### config.mk
export PLATFORM = sky130hd
export DESIGN_NAME = cmd_spi_engine
export DESIGN_NICKNAME = d
export VERILOG_FILES = /design/src/rtl/cmd_spi_engine.sv
export SDC_FILE = /design/constraint.sdc
export NUM_CORES = 1
export LEC_CHECK = 0
export ABC_AREA = 1
export BUFFER_PORTS_ARGS = -buffer_cell sky130_fd_sc_hd__buf_2
export CAP_MARGIN = 20
export CORE_ASPECT_RATIO = 2
export CORE_MARGIN = 4
export CORE_UTILIZATION = 40
export CTS_BUF_LIST = sky130_fd_sc_hd__clkbuf_4 sky130_fd_sc_hd__clkbuf_8
export DETAILED_ROUTE_END_ITERATION = 10
export PLACE_DENSITY = 0.67
export SETUP_SLACK_MARGIN = 0.1
export SYNTH_ARGS = -nofsm -noshare
export SYNTH_HDL_FRONTEND = slang
export SYNTH_SLANG_ARGS = --single-unit
### constraint.sdc
create_clock -name clk -period 3.1 [get_ports clk]
set_clock_uncertainty 0.05 [all_clocks]
set_input_delay 0.31 -clock clk [delete_from_list [all_inputs] [get_ports clk]]
set_output_delay 0.31 -clock clk [all_outputs]
set_load 0.02 [all_outputs]
### src/rtl/cmd_spi_engine.sv
module cmd_spi_engine #(
  parameter int CMD_DEPTH = 4,
  parameter int CNT_W     = 32
) (
  input  logic        clk,
  input  logic        rst_n,
  input  logic        enable,
  input  logic [2:0]  cfg_div,
  input  logic        cfg_cpol,
  input  logic        cfg_cpha,
  input  logic        cmd_push,
  input  logic [31:0] cmd_word,
  output logic        cmd_full,
  output logic        cmd_empty,
  input  logic [31:0] tx_data,
  input  logic        tx_avail,
  output logic        tx_take,
  output logic [31:0] rx_data,
  output logic        rx_push,
  output logic        busy,
  output logic        spi_sclk,
  output logic [1:0]  spi_cs_n,
  output logic        spi_mosi,
  input  logic        spi_miso
);
  localparam int AW = (CMD_DEPTH > 1) ? $clog2(CMD_DEPTH) : 1;

  logic [31:0] mem [CMD_DEPTH];
  logic [AW:0] wp, rp;

  assign cmd_empty = (wp == rp);
  assign cmd_full  = (wp[AW] != rp[AW]) && (wp[AW-1:0] == rp[AW-1:0]);

  always_ff @(posedge clk)
    if (cmd_push && !cmd_full) mem[wp[AW-1:0]] <= cmd_word;

  wire         pop  = enable && !busy && !cmd_empty;
  wire  [31:0] head = mem[rp[AW-1:0]];
  wire  [7:0]  imm  = head[7:0];
  wire  [CNT_W-1:0] n_units = (head[8] && head[9]) ? (CNT_W'(1) << imm) : CNT_W'(imm);
  wire         unused_bits = ^{head[31:18], head[15:14], head[11:10]};

  always_ff @(posedge clk or negedge rst_n)
    if (!rst_n) begin
      wp <= '0;
      rp <= '0;
    end else begin
      if (cmd_push && !cmd_full) wp <= wp + 1'b1;
      if (pop) rp <= rp + 1'b1;
    end

  logic             e_data, e_tx, e_rx, need, ph;
  logic [CNT_W-1:0] rem;
  logic [7:0]       cnt, txb, rxb;
  logic [2:0]       bitn;
  logic [1:0]       lane;
  logic [31:0]      txw, rxw;

  wire [7:0]  hm1       = (8'd1 << cfg_div) - 8'd1;
  wire        tick      = busy && !need && (cnt == hm1);
  wire        last_bit  = !e_data || (bitn == 3'd7);
  wire        tx_blocked = e_tx && (lane == 2'd0) && !tx_avail;
  wire [31:0] rx_merged = rxw | (32'(rxb) << {lane, 3'b000});

  assign tx_take  = busy && need && (rem != '0) && e_tx && (lane == 2'd0) && tx_avail;
  assign spi_sclk = (busy && e_data && !need) ? (cfg_cpol ^ ph ^ cfg_cpha) : cfg_cpol;
  assign spi_mosi = (busy && e_tx && !need) ? txb[7] : 1'b1;

  always_ff @(posedge clk or negedge rst_n)
    if (!rst_n) begin
      busy <= 1'b0; spi_cs_n <= 2'b11; need <= 1'b0; ph <= 1'b0;
      e_data <= 1'b0; e_tx <= 1'b0; e_rx <= 1'b0; rem <= '0;
      cnt <= '0; bitn <= '0; lane <= '0; txb <= '0; rxb <= '0;
      txw <= '0; rxw <= '0; rx_push <= 1'b0; rx_data <= '0;
    end else begin
      rx_push <= 1'b0;
      if (pop) begin
        busy     <= 1'b1;
        e_data   <= head[8];
        e_tx     <= head[8] & head[16];
        e_rx     <= head[8] & head[17];
        spi_cs_n <= {~head[13], ~head[12]};
        rem      <= n_units;
        need     <= head[8] || (n_units == '0);
        lane <= '0; rxw <= '0; cnt <= '0; ph <= 1'b0; bitn <= '0;
      end else if (busy) begin
        if (need) begin
          if (rem == '0) busy <= 1'b0;
          else if (!tx_blocked) begin
            need <= 1'b0;
            if (e_tx && lane == 2'd0) begin
              txw <= tx_data;
              txb <= tx_data[7:0];
            end else txb <= txw[{lane, 3'b000} +: 8];
          end
        end else if (tick) begin
          cnt <= '0;
          ph  <= ~ph;
          if (!ph) rxb <= {rxb[6:0], spi_miso};
          else if (last_bit) begin
            rem  <= rem - 1'b1;
            bitn <= '0;
            if (e_data) begin
              need <= 1'b1;
              lane <= lane + 1'b1;
              if (e_rx) begin
                if (lane == 2'd3 || rem == CNT_W'(1)) begin
                  rx_push <= 1'b1;
                  rx_data <= rx_merged;
                  rxw     <= '0;
                end else rxw <= rx_merged;
              end
            end else if (rem == CNT_W'(1)) need <= 1'b1;
          end else begin
            bitn <= bitn + 1'b1;
            txb  <= {txb[6:0], 1'b0};
          end
        end else cnt <= cnt + 1'b1;
      end
    end


  fifo_level_chk: assert property (@(posedge clk) disable iff (!rst_n)
    (wp - rp) <= (AW+1)'(CMD_DEPTH));


  start_enable_chk: assert property (@(posedge clk) disable iff (!rst_n)
    $rose(busy) |-> $past(enable));


  cs_hold_chk: assert property (@(posedge clk) disable iff (!rst_n)
    (busy && $past(busy)) |-> $stable(spi_cs_n));


  idle_sclk_chk: assert property (@(posedge clk) disable iff (!rst_n)
    (busy && !e_data) |-> (spi_sclk == cfg_cpol));


  mosi_hold_chk: assert property (@(posedge clk) disable iff (!rst_n)
    (busy && !need && !ph && cnt == hm1) |=> $stable(spi_mosi));


  rx_push_gap_chk: assert property (@(posedge clk) disable iff (!rst_n)
    rx_push |=> !rx_push);
endmodule

==> flow_metrics.tcl <==
set metrics [dict create \
    wirelength_mm 29.6 \
    grtUsageMet1_pct 18.7 \
    drv_slew 0 \
    cts_tree "done" \
    overflow 0 \
    grt_pass1_vias 10200 \
    finalHoldViolCount 0 \
    drc 0 \
    ir_drop_uv 461 \
    ys_ff_latch 228 \
    num_rows 88 \
    clkSinkCount 228 \
    critical_path_class "register to output pin" \
    fp.dieH_um 251 \
    rsz0062_at_grt "false" \
    synth_edf_count 56 \
    final_cell_mix "nand2_1, dfrtp_1, inv_1, nor2_1, o21ai_0" \
    max_cap_viol_count 0 \
    worstPathRequired_ns 2.74 \
    ant_nets 0 \
    synth_area_per_cell_um2 8.26 \
    crit_path_start_kind "register" \
    fmax_ghz 0.355 \
    first_iter_violations 513 \
    relSlewSlack_pct 26.0 \
    ys.flop_type "dfrtp_1" \
    synth_fp_nets 1516 \
    dr.pass1.iters 7 \
    worst_skew_pair.late_latency_ns 0.56 \
    initial_core_util_pct 40.7 \
    drive_gt1_share_pct 17.6 \
    io_buffers 97 \
    period_needed_ns 2.81 \
    htreeDepth 2 \
    die-area_mm2 0.0324 \
    ys_types 46 \
    worst_slew_pin_slew_ns 1.11 \
    setup_ws_ns 0.286 \
    status "complete, no violations" \
    path_cells "inv_1 -> nand2_1 -> nor2_1 -> nand2_1 -> inv_1 -> nand4_1 -> o21ai_0 -> nor4_4 -> buf_2" \
    vias 9984 \
    ctsRootBufferMaster "clkbuf_8" \
    power_leakage_nw 6.62 \
    via_per_inst 5.08 \
    critical-path-top-delay-family "simple AND/OR/NAND/NOR gates" \
    grt_start_max_net_pins 66 \
    yosysWarningCount 0 \
    power_mw 7.22 \
    dpl.hpwl_mm 21.3 \
    finalCritPeriodShare_pct 90.8 \
    final.setup.tns_ns 0 \
    cts-buffers-inserted 36 \
    p_per_area_mw_per_mm2 514 \
    nNetsFinal 1669 \
    gr-usage-met3_pct 2.89 \
    yosysSeqAreaShare_pct 50.8 \
    hp-class "input pin to register" \
    synth-async-reset-ratio_pct 75.4 \
    place_ws_ns 0.189 \
    cts.clk_slew.worst_paths_ns 0.07 \
    critPathArrivalTime_ns 2.45 \
    cp_slowest_stage_delay_ns 0.40 \
    synth_area_mm2 0.0118 \
    critical_path.max_fanout 3 \
    area_growth_pct 19.1 \
    grt-busiest-layer "met2" \
    wl_per_cell_um 15.1 \
    synthCells 1427 \
    gp_congestion 0.947 \
    mostFrequentLayoutCell "nand2_1" \
    pin_count 116 \
    die_w_um 129 \
    ctsLongestPathBuffers 3 \
    grt_usage_pct 18.4 \
    use_met2_pct 34.8 \
    core_mm2 0.0290 \
    worstSetupEndpointType "output pin" \
    grt_pass1_wl_mm 48.7 \
    antenna_found_initial 2 \
    cp_slowest_cell "nor4_4" \
    worst-path-buf-inv 3 \
    setup_viol 0 \
]
==> through the flow <==
| stage | cells | utilization [%] | hold WS, ns | area (µm²) |
|---|---|---|---|---|
| floorplan | 1427 | - | -0.0356 | 11800 |
| global placement | 1853 | 44.0 | 0.310 | 12700 |
| detailed placement | 1853 | 44.0 | 0.315 | 12700 |
| CTS | 1966 | 48.5 | 0.175 | 14000 |
| global route | 1967 | 48.5 | 0.229 | 14000 |
| finish | 1967 | 48.5 | 0.199 | 14000 |
==> synth_stat cells, types with 2 or more instances <==
library cell / instances / area [µm²]
nand3b_1: 3 / 22.5
o21ai_1: 27 / 135
inv_2: 13 / 48.8
buf_6: 6 / 67.6
a22oi_1: 2 / 15.0
nor2_1: 123 / 462
nand2_1: 417 / 1570
clkinv_1: 3 / 11.3
nand4_1: 20 / 125
nand3_1: 81 / 405
o31ai_1: 2 / 15.0
dfrtp_1: 170 / 4250
o22ai_1: 17 / 106
xor2_1: 29 / 254
buf_2: 21 / 105
inv_1: 126 / 473
nor2_2: 3 / 18.8
xnor2_1: 4 / 35.0
nand3_2: 28 / 280
buf_4: 5 / 37.5
edfxtp_1: 56 / 1680
dfstp_2: 2 / 52.6
a31oi_1: 3 / 18.8
o21a_1: 2 / 15.0
o211ai_1: 6 / 45.0
or2_2: 3 / 18.8
nor4_1: 2 / 12.5
clkbuf_1: 30 / 113
nor3_1: 15 / 75.1
nor3_2: 2 / 20.0
o21ai_0: 121 / 606
nand2_2: 4 / 25.0
ha_1: 14 / 175
o21ai_2: 28 / 245
a21oi_1: 28 / 140
==> metal layers <==
metal / share of wire, % / wire [µm]
met4: 5.7 / 1680
met3: 3.7 / 1110
met2: 54 / 16000
met1: 36 / 10800
met5: 0.044 / 13
==> worst register-to-register path, cell delays in order, from the launching register on <==
cell     delay, ns
dfrtp_1       0.39
buf_4         0.22
buf_4         0.20
nand2_1       0.06
nand3_1       0.07
nand2_1       0.08
nand2_2       0.14
nor2_2        0.50
nand4_1       0.32
nand2_1       0.16
nor2_1        0.05
nand2_1       0.07
nor2_1        0.04
nand3_1       0.08
nand2_1       0.07
nand2_1       0.07
nand2_1       0.04
==> path summary, 6_finish.rpt <==
| path | start | end | slack, ns | cells past startpoint |
|---|---|---|---|---|
| min in group asynchronous | rst_n | rx_data[16] | 0.28 | 2 |
| max reg2reg | rp[0] | need | 0.39 | 16 |
| min | cmd_push | wp[1] | 0.20 | 4 |
| max in group asynchronous | rst_n | rem[25] | 1.96 | 3 |
| min reg2reg | txw[11] | txw[11] | 0.42 | 2 |
| max | rem[14] | tx_take | 0.29 | 9 |
==> power breakdown <==
part	internal (mW)	switching, mW
sequential	3.32	0.111
clock	1.65	1.23
combinational	0.324	0.580
==> kinds of logic (layout without fill, tap and decap cells) <==
logic type	Yosys count	in the layout	synth area share, %
buf+inv	205	384	7.29
fa+ha+maj	14	14	1.49
flops	228	228	50.8
xor+xnor	33	33	2.45
simple gates	709	709	26.4
other cells	0	1	0
compound gates	238	238	11.5
==> layout make-up <==
cell class                      instances  area (µm²)
Clock inverter                         17         191
Clock buffer                           47         622
Fill cell                            2771       14900
Inverter                              142         533
Multi-Input combinational cell        994        4950
Sequential cell                       228        5990
Antenna cell                            1        2.50
Tap cell                              360         450
Timing Repair Buffer                  178        1290
==> timing repair <==
action | CTS | global route
gates resized for setup | 0 | 1
pin swaps | 1 | 0
hold buffers | 48 | 0
endpoints found under the hold margin | 149 | 0
buffers inserted | 1 | 0
setup endpoints to repair | 1 | 1
==> registers in the layout, indices dropped and copies added (netlist names) <==
name / cells
bitn: 3
busy: 1
cnt: 8
e_data: 1
e_rx: 1
e_tx: 1
lane: 2
mem: 56
need: 1
ph: 1
rem: 32
rp: 3
rx_data: 32
rx_push: 1
rxb: 8
rxw: 32
spi_cs_n: 2
txb: 8
txw: 32
wp: 3
No activity file was read; power rests on OpenSTA's default activity.
